File: config.mk
export PLATFORM = sky130hd
export DESIGN_NAME = bus_prio_arbiter
export DESIGN_NICKNAME = d
export VERILOG_FILES = /design/src/rtl/arb_pkg.sv /design/src/rtl/arb_lowest_pick.sv /design/src/rtl/bus_prio_arbiter.sv
export SDC_FILE = /design/constraint.sdc
export NUM_CORES = 1
export LEC_CHECK = 0
export BUFFER_PORTS_ARGS = -buffer_cell sky130_fd_sc_hd__clkbuf_2
export CAP_MARGIN = 20
export CELL_PAD_IN_SITES_DETAIL_PLACEMENT = 1
export CELL_PAD_IN_SITES_GLOBAL_PLACEMENT = 2
export CORE_AREA = 5 5 43 45
export DETAILED_ROUTE_END_ITERATION = 10
export DIE_AREA = 0 0 48 50
export PLACE_DENSITY_LB_ADDON = 0.1
export SYNTH_ARGS = -nofsm -noshare
export SYNTH_HDL_FRONTEND = slang
export SYNTH_SLANG_ARGS = --single-unit
File: constraint.sdc
create_clock -name clk -period 4.3 [get_ports clk]
set_input_delay 0.86 -clock clk [delete_from_list [all_inputs] [get_ports clk]]
set_output_delay 0.86 -clock clk [all_outputs]
set_load 0.02 [all_outputs]
File: src/rtl/arb_pkg.sv
package arb_pkg;
  typedef enum logic [1:0] {
    ST_IDLE   = 2'd0,
    ST_OWNED  = 2'd1,
    ST_PARKED = 2'd2
  } arb_state_e;
endpackage

File: src/rtl/arb_lowest_pick.sv
// Lowest-index selector: a one-hot pick of the first set bit.
module arb_lowest_pick #(
  parameter int N = 4
) (
  input  logic [N-1:0] vec,
  output logic [N-1:0] pick,
  output logic         any
);
  logic [N:0] seen;
  assign seen[0] = 1'b0;
  for (genvar i = 0; i < N; i++) begin : g_chain
    assign pick[i]   = vec[i] & ~seen[i];
    assign seen[i+1] = seen[i] | vec[i];
  end
  assign any = seen[N];
endmodule

File: src/rtl/bus_prio_arbiter.sv
module bus_prio_arbiter #(
  parameter int N_MASTERS = 4
) (
  input  logic                 clk,
  input  logic                 rst_n,
  input  logic                 park_en,
  input  logic [N_MASTERS-1:0] req,
  output logic [N_MASTERS-1:0] gnt,
  output logic                 bus_busy
);
  import arb_pkg::*;

  arb_state_e           state_q, state_d;
  logic [N_MASTERS-1:0] gnt_q, gnt_d;
  logic [N_MASTERS-1:0] free_pick, next_pick, others;
  logic                 free_any, next_any, holding;

  // winner when the bus is free
  arb_lowest_pick #(.N(N_MASTERS)) i_free_pick (
    .vec(req), .pick(free_pick), .any(free_any)
  );

  // next winner, resolved during the current tenure
  assign others = req & ~gnt_q;
  arb_lowest_pick #(.N(N_MASTERS)) i_next_pick (
    .vec(others), .pick(next_pick), .any(next_any)
  );

  assign holding = |(gnt_q & req);

  always_comb begin
    state_d = state_q;
    gnt_d   = gnt_q;
    case (state_q)
      ST_OWNED: begin
        if (holding) begin
          state_d = ST_OWNED;
        end else if (next_any) begin
          gnt_d   = next_pick;
          state_d = ST_OWNED;
        end else if (park_en) begin
          state_d = ST_PARKED;
        end else begin
          gnt_d   = '0;
          state_d = ST_IDLE;
        end
      end
      default: begin
        if (free_any) begin
          gnt_d   = free_pick;
          state_d = ST_OWNED;
        end else if (park_en && state_q == ST_PARKED) begin
          state_d = ST_PARKED;
        end else begin
          gnt_d   = '0;
          state_d = ST_IDLE;
        end
      end
    endcase
  end

  always_ff @(posedge clk or negedge rst_n) begin
    if (!rst_n) begin
      state_q <= ST_IDLE;
      gnt_q   <= '0;
    end else begin
      state_q <= state_d;
      gnt_q   <= gnt_d;
    end
  end

  assign gnt      = gnt_q;
  assign bus_busy = (state_q == ST_OWNED);
endmodule

==> results by stage, run 1 <==
Run status:
- The run finished with clean final reports.

CTS:
- Clock-pin slew was measured on the worst setup and hold paths at 40 ps.
- Clock tree synthesis selected as its root buffer the cell sky130_fd_sc_hd__clkbuf_4.
- The maximum number of buffers from clock root to sink is 2.
- The TritonCTS sink count is 6.
- The H-tree level count is 1.
- The number of hold buffers added after CTS was 0.
- The number of gates given a new drive strength after cts is 0.
- The TritonCTS clock tree is done.
- The clock latency on the worst-skew pair is 240 ps.
- The number of buffers inserted during clock tree synthesis is 3.
- The number of setup buffers added after CTS is 0.

Setup path:
- Data on the critical path is required at its endpoint by 4420 ps.
- The cell at the slowest stage of the critical path is sky130_fd_sc_hd__nor3_1.
- STA classifies the critical path startpoint as an input port.
- STA puts the critical path data arrival time at 2130 ps.
- The critical path startpoint is req[1].
- The critical path goes through clkbuf_2 > nor3_1 > nand4_1 > o311ai_4 > mux2_2.
- The cell family with the largest share of critical-path delay is simple AND/OR/NAND/NOR gates.
- Along the worst path, the maximum fanout reaches 3.
- The startpoint of the worst-slack reg-to-reg timing path is state_q[1]$_DFF_PN0_.
- The type of the worst setup path is in -> reg.
- The count of buffer and inverter cells on the critical path is 1.
- The longest individual stage delay on the worst path is 390 ps.
- STA classifies the critical path endpoint as a flop.

Synthesis:
- The average instance area after synthesis is 10.9 um^2.
- The synthesized area is 424 um^2.
- The number of instances in the synthesized netlist is 39.
- After synthesis, the share of cell area in mux cells is 0.0796.
- Of the total synthesized cell area, the portion taken by AND, OR, NAND and NOR gates is 0.195.
- The number of nets produced by synthesis is 46.
- Of the total synthesized cell area, the portion taken by XOR and XNOR cells is 0.
- Yosys printed 0 warnings.
- The number of synthesized register bits is 6.
- The largest family of logic cells by synthesized area is compound AO/OA/AOI/OAI gates.
- The adder-cell area share of the yosys netlist is 0.
- The compound-cell area share of the yosys netlist came to 0.319.
- In this run, distinct cell masters in the synthesized netlist total 24.
- The share of the Yosys chip area taken by registers is 0.354.

GRT:
- The largest net degree at the start of global routing is 8.
- Across every metal layer, demand over resource in global routing totals 0.0978.
- The via count of the first global-routing pass is 416.
- The first-pass GRT wire length is 1710 um.
- Global routing finished with a remaining overflow of 0.
- The initial antenna violation count is 0.

Finish:
- The filler-free cell count of the finished design is 68.
- The area added between synthesis and finish is 20.4%.
- In the final layout, the share of cells above drive strength 1 is 0.385.
- Leaving out fill and tap cells, the most frequent cell in the layout is sky130_fd_sc_hd__clkbuf_2.
- The library cells used most frequently in the layout, excluding fill and tap cells, are 11 x sky130_fd_sc_hd__clkbuf_2, 6 x sky130_fd_sc_hd__dfrtp_1, 4 x sky130_fd_sc_hd__nand2b_1.
- The post-route standard cell area excluding fillers is 510 um^2.
- The number of antenna diodes is 0.
- After the last flow step, the layout net total stands at 61.

Pwr:
- The total leakage power is 0.000238 uW.
- Of the total power, the clock network draws 0.153.
- In this run the power density over the cells is 625 nW/um^2.
- The switching power summed over all nets is 134 uW.
- The fraction of power consumed by sequential logic is 0.313.
- Internal power comes to 185 uW.
- The switching part of the total is 0.421.
- IR analysis of the VDD net gives a maximum drop of 0.195 mV.
- The total power after layout is 319 uW.
- The share of total power dissipated in combinational logic is 0.534.

Run:
- The total of max-cap violations is 0.

Floorplan:
- The die is 48 um wide.
- The height of the die is 50 um.
- The number of cell rows is 14.
- The floorplan die area is 2400 um^2.
- The area of the core region is 1440 um^2.
- The effective utilization at floorplan is 0.295.
- The count of boundary I/O pins is 12.

Routing:
- The iteration-0 DRC count of the detailed router is 8.
- After detailed routing, the number of remaining DRC violations is 0.
- The routed length on met3 is 33 um.
- The detailed router used layers up to and including met3.
- The post-route met1 wirelength is 471 um.
- The post-detailed-route count of antenna-violating nets is 0.
- The routed design uses 520 um of met2 wire.
- The number of iterations in the first detailed-routing pass is 3.
- The final wirelength is 1030 um.
- Using the TritonRoute via totals, the vias-per-cell ratio works out to 5.26.
- The routed wirelength normalized by instance count is 15.1 um.
- The routed layout has 358 vias.

Worst hold path:
- The class of the tightest hold or removal check is in -> async.

STA:
- The final-report setup violation count is 0.
- The shortest period the worst path allows is 2010 ps.
- The final-report hold violation count came to 0.
- Measured against its own limit, the worst slew margin works out to 0.713.
- Dividing the final minimum period by the clock period gives 0.467.
- The measured slew at the worst slew-check pin is 427 ps.
- The final worst clock skew is 0.410 ps.
- Setup repair after global routing left no endpoint under its margin.
- The sum of negative setup slack is 0 ps.
- The final number of max-transition violations is 0.
- The post-route worst setup slack is 2290 ps.
- The maximum frequency from static timing analysis is 498 MHz.

Placement:
- The detailed-placement wirelength estimate is 889 um.
- The worst slack after detailed placement is 2040 ps.
- After detailed placement, the total cell area comes to 488 um^2.
- The total placed cells including tap cells is 65.
- In this run the tool buffered the top-level ports with 11 buffer cells.
- The global placer's final weighted congestion is 0.760.
-- layer usage --
metal	vias up	global-route usage
met5	-	0
met4	0	0.0583
met3	0	0.0109
met2	6	0.150
met1	177	0.125
li1	175	-
-- final timing paths --
check,end,slack (ps),depth (start not counted)
setup / recovery,gnt[1]$_DFFE_PN0P_,2290,5
hold / removal,gnt[3]$_DFFE_PN0P_,440,1
setup reg to reg,gnt[1]$_DFFE_PN0P_,2580,4
hold reg to reg,gnt[2]$_DFFE_PN0P_,580,1
max in group asynchronous,gnt[2]$_DFFE_PN0P_,3720,1
min in group clk,gnt[2]$_DFFE_PN0P_,580,1
-- final cells by class --
cell class / instances / area, um^2
Multi-Input combinational cell: 29 / 251
Inverter: 3 / 11.3
Timing Repair Buffer: 11 / 55.1
Tap cell: 16 / 20.0
Sequential cell: 6 / 150
Clock buffer: 3 / 22.5
Fill cell: 178 / 926
-- cells in the mapped netlist, drive strengths merged --
library cell	n	area share
nor2b	3	0.062
nor3	2	0.024
o311ai	1	0.062
buf	1	0.027
nand3	1	0.012
mux2	3	0.080
o21ai	3	0.044
nor2	1	0.0088
or2	1	0.015
a32o	1	0.024
o21a	1	0.018
o2111ai	1	0.062
a2111oi	1	0.021
a21oi	1	0.012
nand4	1	0.015
o211ai	1	0.018
nand2b	4	0.059
inv	3	0.027
dfrtp	6	0.35
a21boi	1	0.018
a22o	2	0.041
-- registers in the layout, indices dropped and copies added, names as in the netlist --
register  cells
state_q       2
gnt           4
-- worst reg2reg max path: stages, from the launching register on --
cell                        delay, ps
sky130_fd_sc_hd__dfrtp_1          410
sky130_fd_sc_hd__nor2b_4          250
sky130_fd_sc_hd__o2111ai_4        200
sky130_fd_sc_hd__o311ai_4         370
sky130_fd_sc_hd__mux2_2           370
-- power groups by stage --
stage | Clock [uW] | Combinational, uW | Sequential, uW
after floorplan | 0 | 117 | 113
after global placement | 0 | 168 | 97.9
after detailed placement | 0 | 173 | 101
after CTS | 52.5 | 173 | 99.7
after global routing | 54.7 | 185 | 103
final | 48.8 | 170 | 99.8
-- through the flow --
step,hold WS (ps),util
2_1_floorplan,564,-
3_3_place_gp,550,0.340
3_5_place_dp,570,0.340
4_1_cts,428,0.355
5_1_grt,434,0.355
6_report,439,0.355
-- cell families after synthesis --
logic type             Yosys count
AO/OA/AOI/OAI                   13
multiplexers                     3
flip-flops                       6
buffers and inverters            4
AND/OR/NAND/NOR                 13
No activity file was read; power rests on OpenSTA's default activity.
==> run 2: changes to the inputs <==
CORE_AREA = 5 5 45 47   (was 5 5 43 45)
DIE_AREA = 0 0 50 52   (was 0 0 48 50)
clock period = 2.09 ns   (was 4.3 ns; I/O delays follow)
==> results by stage, run 2 (synthesized netlist as in run 1, its figures left out) <==
Pwr:
- The switching part of the total was 0.422 (was 0.421).
- The worst supply voltage drop on vdd is 0.533 mV (was 0.195 mV).
- The fraction of power consumed by sequential logic was 0.315 (was 0.313).
- The power density over the cells is 1260 nW/um^2 (was 625 nW/um^2).
- The clock network fraction of total power is 0.160 (was 0.153).
- The design internal power is 381 uW (was 185 uW).
- The switching power summed over all nets came to 278 uW (was 134 uW).
- The total leakage power is 0.000242 uW (was 0.000238 uW).
- The share of power burned in combinational logic came to 0.526 (was 0.534).

Placement:
- The global placer's final weighted congestion is 0.805 (was 0.760).
- The count of port buffers added during placement is 11 (unchanged).

STA:
- The measured slew at the worst slew-check pin is 362 ps (was 427 ps).
- The share of the cycle needed by the critical path after routing is 0.833.
- The final-report setup violation count was 0 (unchanged).
- Setup repair after global routing missed its margin: false (unchanged).
- The final number of max-transition violations was 0 (unchanged).
- The worst max-slew margin expressed relative to the limit is 0.757 (was 0.713).
- The final-report hold violation count is 0 (unchanged).
- The maximum frequency from static timing analysis is 574 MHz.
- The routed design could run at a clock period as short as 1740 ps.
- The final worst clock skew came to 6.55 ps (was 0.410 ps).
- The sum of negative setup slack was 0 ps (unchanged).

Run status:
- Result of the run: finished clean (unchanged).

Setup path:
- The required time of the worst setup path is 2210 ps (was 4420 ps).
- The launching element type of the critical path is a flop (was input port).
- The depth of the worst register-to-register path is 4 (unchanged).
- The count of buffer and inverter cells on the critical path is 0 (was 1).
- CP cell instances: nor2b_4 > o2111ai_4 > o311ai_4 > mux2_2 (was clkbuf_2 > nor3_1 > nand4_1 > o311ai_4 > mux2_2).
- The cell family with the largest share of critical-path delay is compound AO/OA/AOI/OAI gates (was simple AND/OR/NAND/NOR gates).
- The capturing element type of the critical path is a flop (unchanged).
- The total number of cells along the worst setup path was 4 (was 5).
- The type of the worst setup path was reg -> reg (was in -> reg).
- The longest individual stage delay on the worst path was 430 ps (was 390 ps).
- The cell at the slowest stage of the critical path is sky130_fd_sc_hd__dfrtp_1 (was sky130_fd_sc_hd__nor3_1).
- The arrival time of the worst setup path was 1860 ps (was 2130 ps).
- The critical-path maximum fanout is 7 (was 3).

Routing:
- The iteration-0 DRC count of the detailed router is 3 (was 8).
- The routed wirelength normalized by instance count is 14.9 um (was 15.1 um).
- The total via count after detailed routing was 361 (was 358).
- The final routed DRC violation total is 0 (unchanged).
- The post-detailed-route via-to-cell ratio is 5.16 (was 5.26).
- The number of iterations in the first detailed-routing pass came to 2 (was 3).
- The final wirelength is 1040 um (was 1030 um).
- The post-detailed-route count of antenna-violating nets came to 0 (unchanged).

CTS:
- The buffer cell driving the clock tree root is sky130_fd_sc_hd__clkbuf_4 (unchanged).
- The TritonCTS clock tree is done (unchanged).
- The H-tree level count is 1 (unchanged).
- The count of buffers added by post-CTS timing repair for setup came to 0 (unchanged).
- The TritonCTS sink count is 6 (unchanged).
- The maximum number of buffers from clock root to sink is 2 (unchanged).
- The clock-pin slew on the worst setup and hold paths came to 50 ps (was 40 ps).
- The clock latency on the worst-skew pair was 250 ps (was 240 ps).
- The number of buffers inserted during clock tree synthesis is 3 (unchanged).

GRT:
- The largest net degree at the start of global routing was 8 (unchanged).
- The first-pass GRT wire length is 1930 um (was 1710 um).
- The via count of the first global-routing pass came to 418 (was 416).
- The initial antenna violation count is 0 (unchanged).
- The total global-route track usage is 0.0987 (was 0.0978).
- The overall overflow remaining after global route is 0 (unchanged).

Finish:
- The most common library cell in the layout ignoring fill and taps is sky130_fd_sc_hd__clkbuf_2 (unchanged).
- The multi-input gate area in the final layout is 251 um^2 (unchanged).
- The sequential cell area came to 150 um^2 (unchanged).
- The layout filler cell count is 194 (was 178).
- The area added between synthesis and finish came to 23.0% (was 20.4%).
- The fraction of layout cells with a size suffix above 1 is 0.377 (was 0.385).
- The number of nets at the end of the flow was 62 (was 61).
- The number of flip-flops in the largest register is 4 (unchanged).
- The number of antenna diodes came to 0 (unchanged).
- Commonest cells after routing, fill and taps aside: 11 x sky130_fd_sc_hd__clkbuf_2, 6 x sky130_fd_sc_hd__dfrtp_1, 4 x sky130_fd_sc_hd__nand2b_1 (unchanged).
- The share of the core filled with cells in the final layout is 0.323 (was 0.355).

Floorplan:
- The height of the die came to 52 um (was 50 um).
- The area of the core region is 1610 um^2 (was 1440 um^2).
- The number of cell rows is 15 (was 14).
- The floorplan die area is 2600 um^2 (was 2400 um^2).
- The effective utilization at floorplan was 0.263 (was 0.295).
- The count of boundary I/O pins was 12 (unchanged).
- The horizontal die dimension is 50 um (was 48 um).

Worst hold path:
- The number of stages on the worst hold path is 2.
- The class of the tightest hold or removal check is in -> reg (was in -> async).

Run:
- The total of max-cap violations is 0 (unchanged).
[run 2: changes by cell type in the layout (fill, tap and decap cells not counted)]
cell / change
sky130_fd_sc_hd__dlygate4sd3_1: +1
[run 2: final cells by class]
type	instances	area share
clock buffer	3	0.0432
multi-input combinational	29	0.482
inverter	3	0.0216
sequential	6	0.288
tap	17	0.0408
timing repair buffer	12	0.125
[run 2: stage by stage]
step / total power (uW) / hold WS, ps / instance area (um^2) / setup WS, ps / instances
final: 659 / 451 / 522 / 349 / 70
after global routing: 718 / 444 / 522 / 256 / 70
after CTS: 676 / 446 / 522 / 304 / 70
after detailed placement: 563 / 253 / 489 / 317 / 66
after global placement: 554 / 243 / 489 / 373 / 66
after floorplan: 473 / 122 / 424 / 483 / 39
[run 2: path summary, 6_finish.rpt]
| check | from | endpoint | slack [ps] |
|---|---|---|---|
| worst max-delay path | state_q[1]$_DFF_PN0_ | gnt[1]$_DFFE_PN0P_ | 350 |
| worst min-delay path | req[3] | state_q[0]$_DFF_PN0_ | 450 |
| worst max register to register | state_q[1]$_DFF_PN0_ | gnt[1]$_DFFE_PN0P_ | 350 |
| worst min register to register | gnt[3]$_DFFE_PN0P_ | gnt[3]$_DFFE_PN0P_ | 590 |
| max in group asynchronous | rst_n | gnt[0]$_DFFE_PN0P_ | 1410 |
| min in group asynchronous | rst_n | state_q[1]$_DFF_PN0_ | 530 |
[run 2: worst register-to-register path: stages, from the launching register on]
cell                        delay, ps
sky130_fd_sc_hd__dfrtp_1          430
sky130_fd_sc_hd__nor2b_4          240
sky130_fd_sc_hd__o2111ai_4        200
sky130_fd_sc_hd__o311ai_4         370
sky130_fd_sc_hd__mux2_2           370
[run 2: power groups by stage]
stage	clock, uW	sequential [uW]	combinational, uW
6_report	105	207	347
5_1_grt	122	215	381
4_1_cts	111	208	357
3_5_place_dp	0	210	354
3_3_place_gp	0	207	346
2_1_floorplan	0	233	241
[run 2: timing repair]
item | in CTS | in global routing
endpoints found under the hold margin | 6 | 0
resized for setup | 0 | 0
hold buffers | 1 | 0
[run 2: metal layers]
| metal | global-route usage | up-vias | wire length [um] |
|---|---|---|---|
| met2 | 0.159 | 15 | 538 |
| met3 | 0.0516 | 0 | 71 |
| met5 | 0 | - | 0 |
| met1 | 0.113 | 172 | 433 |
| met4 | 0.0262 | 0 | 0 |
| li1 | - | 174 | - |
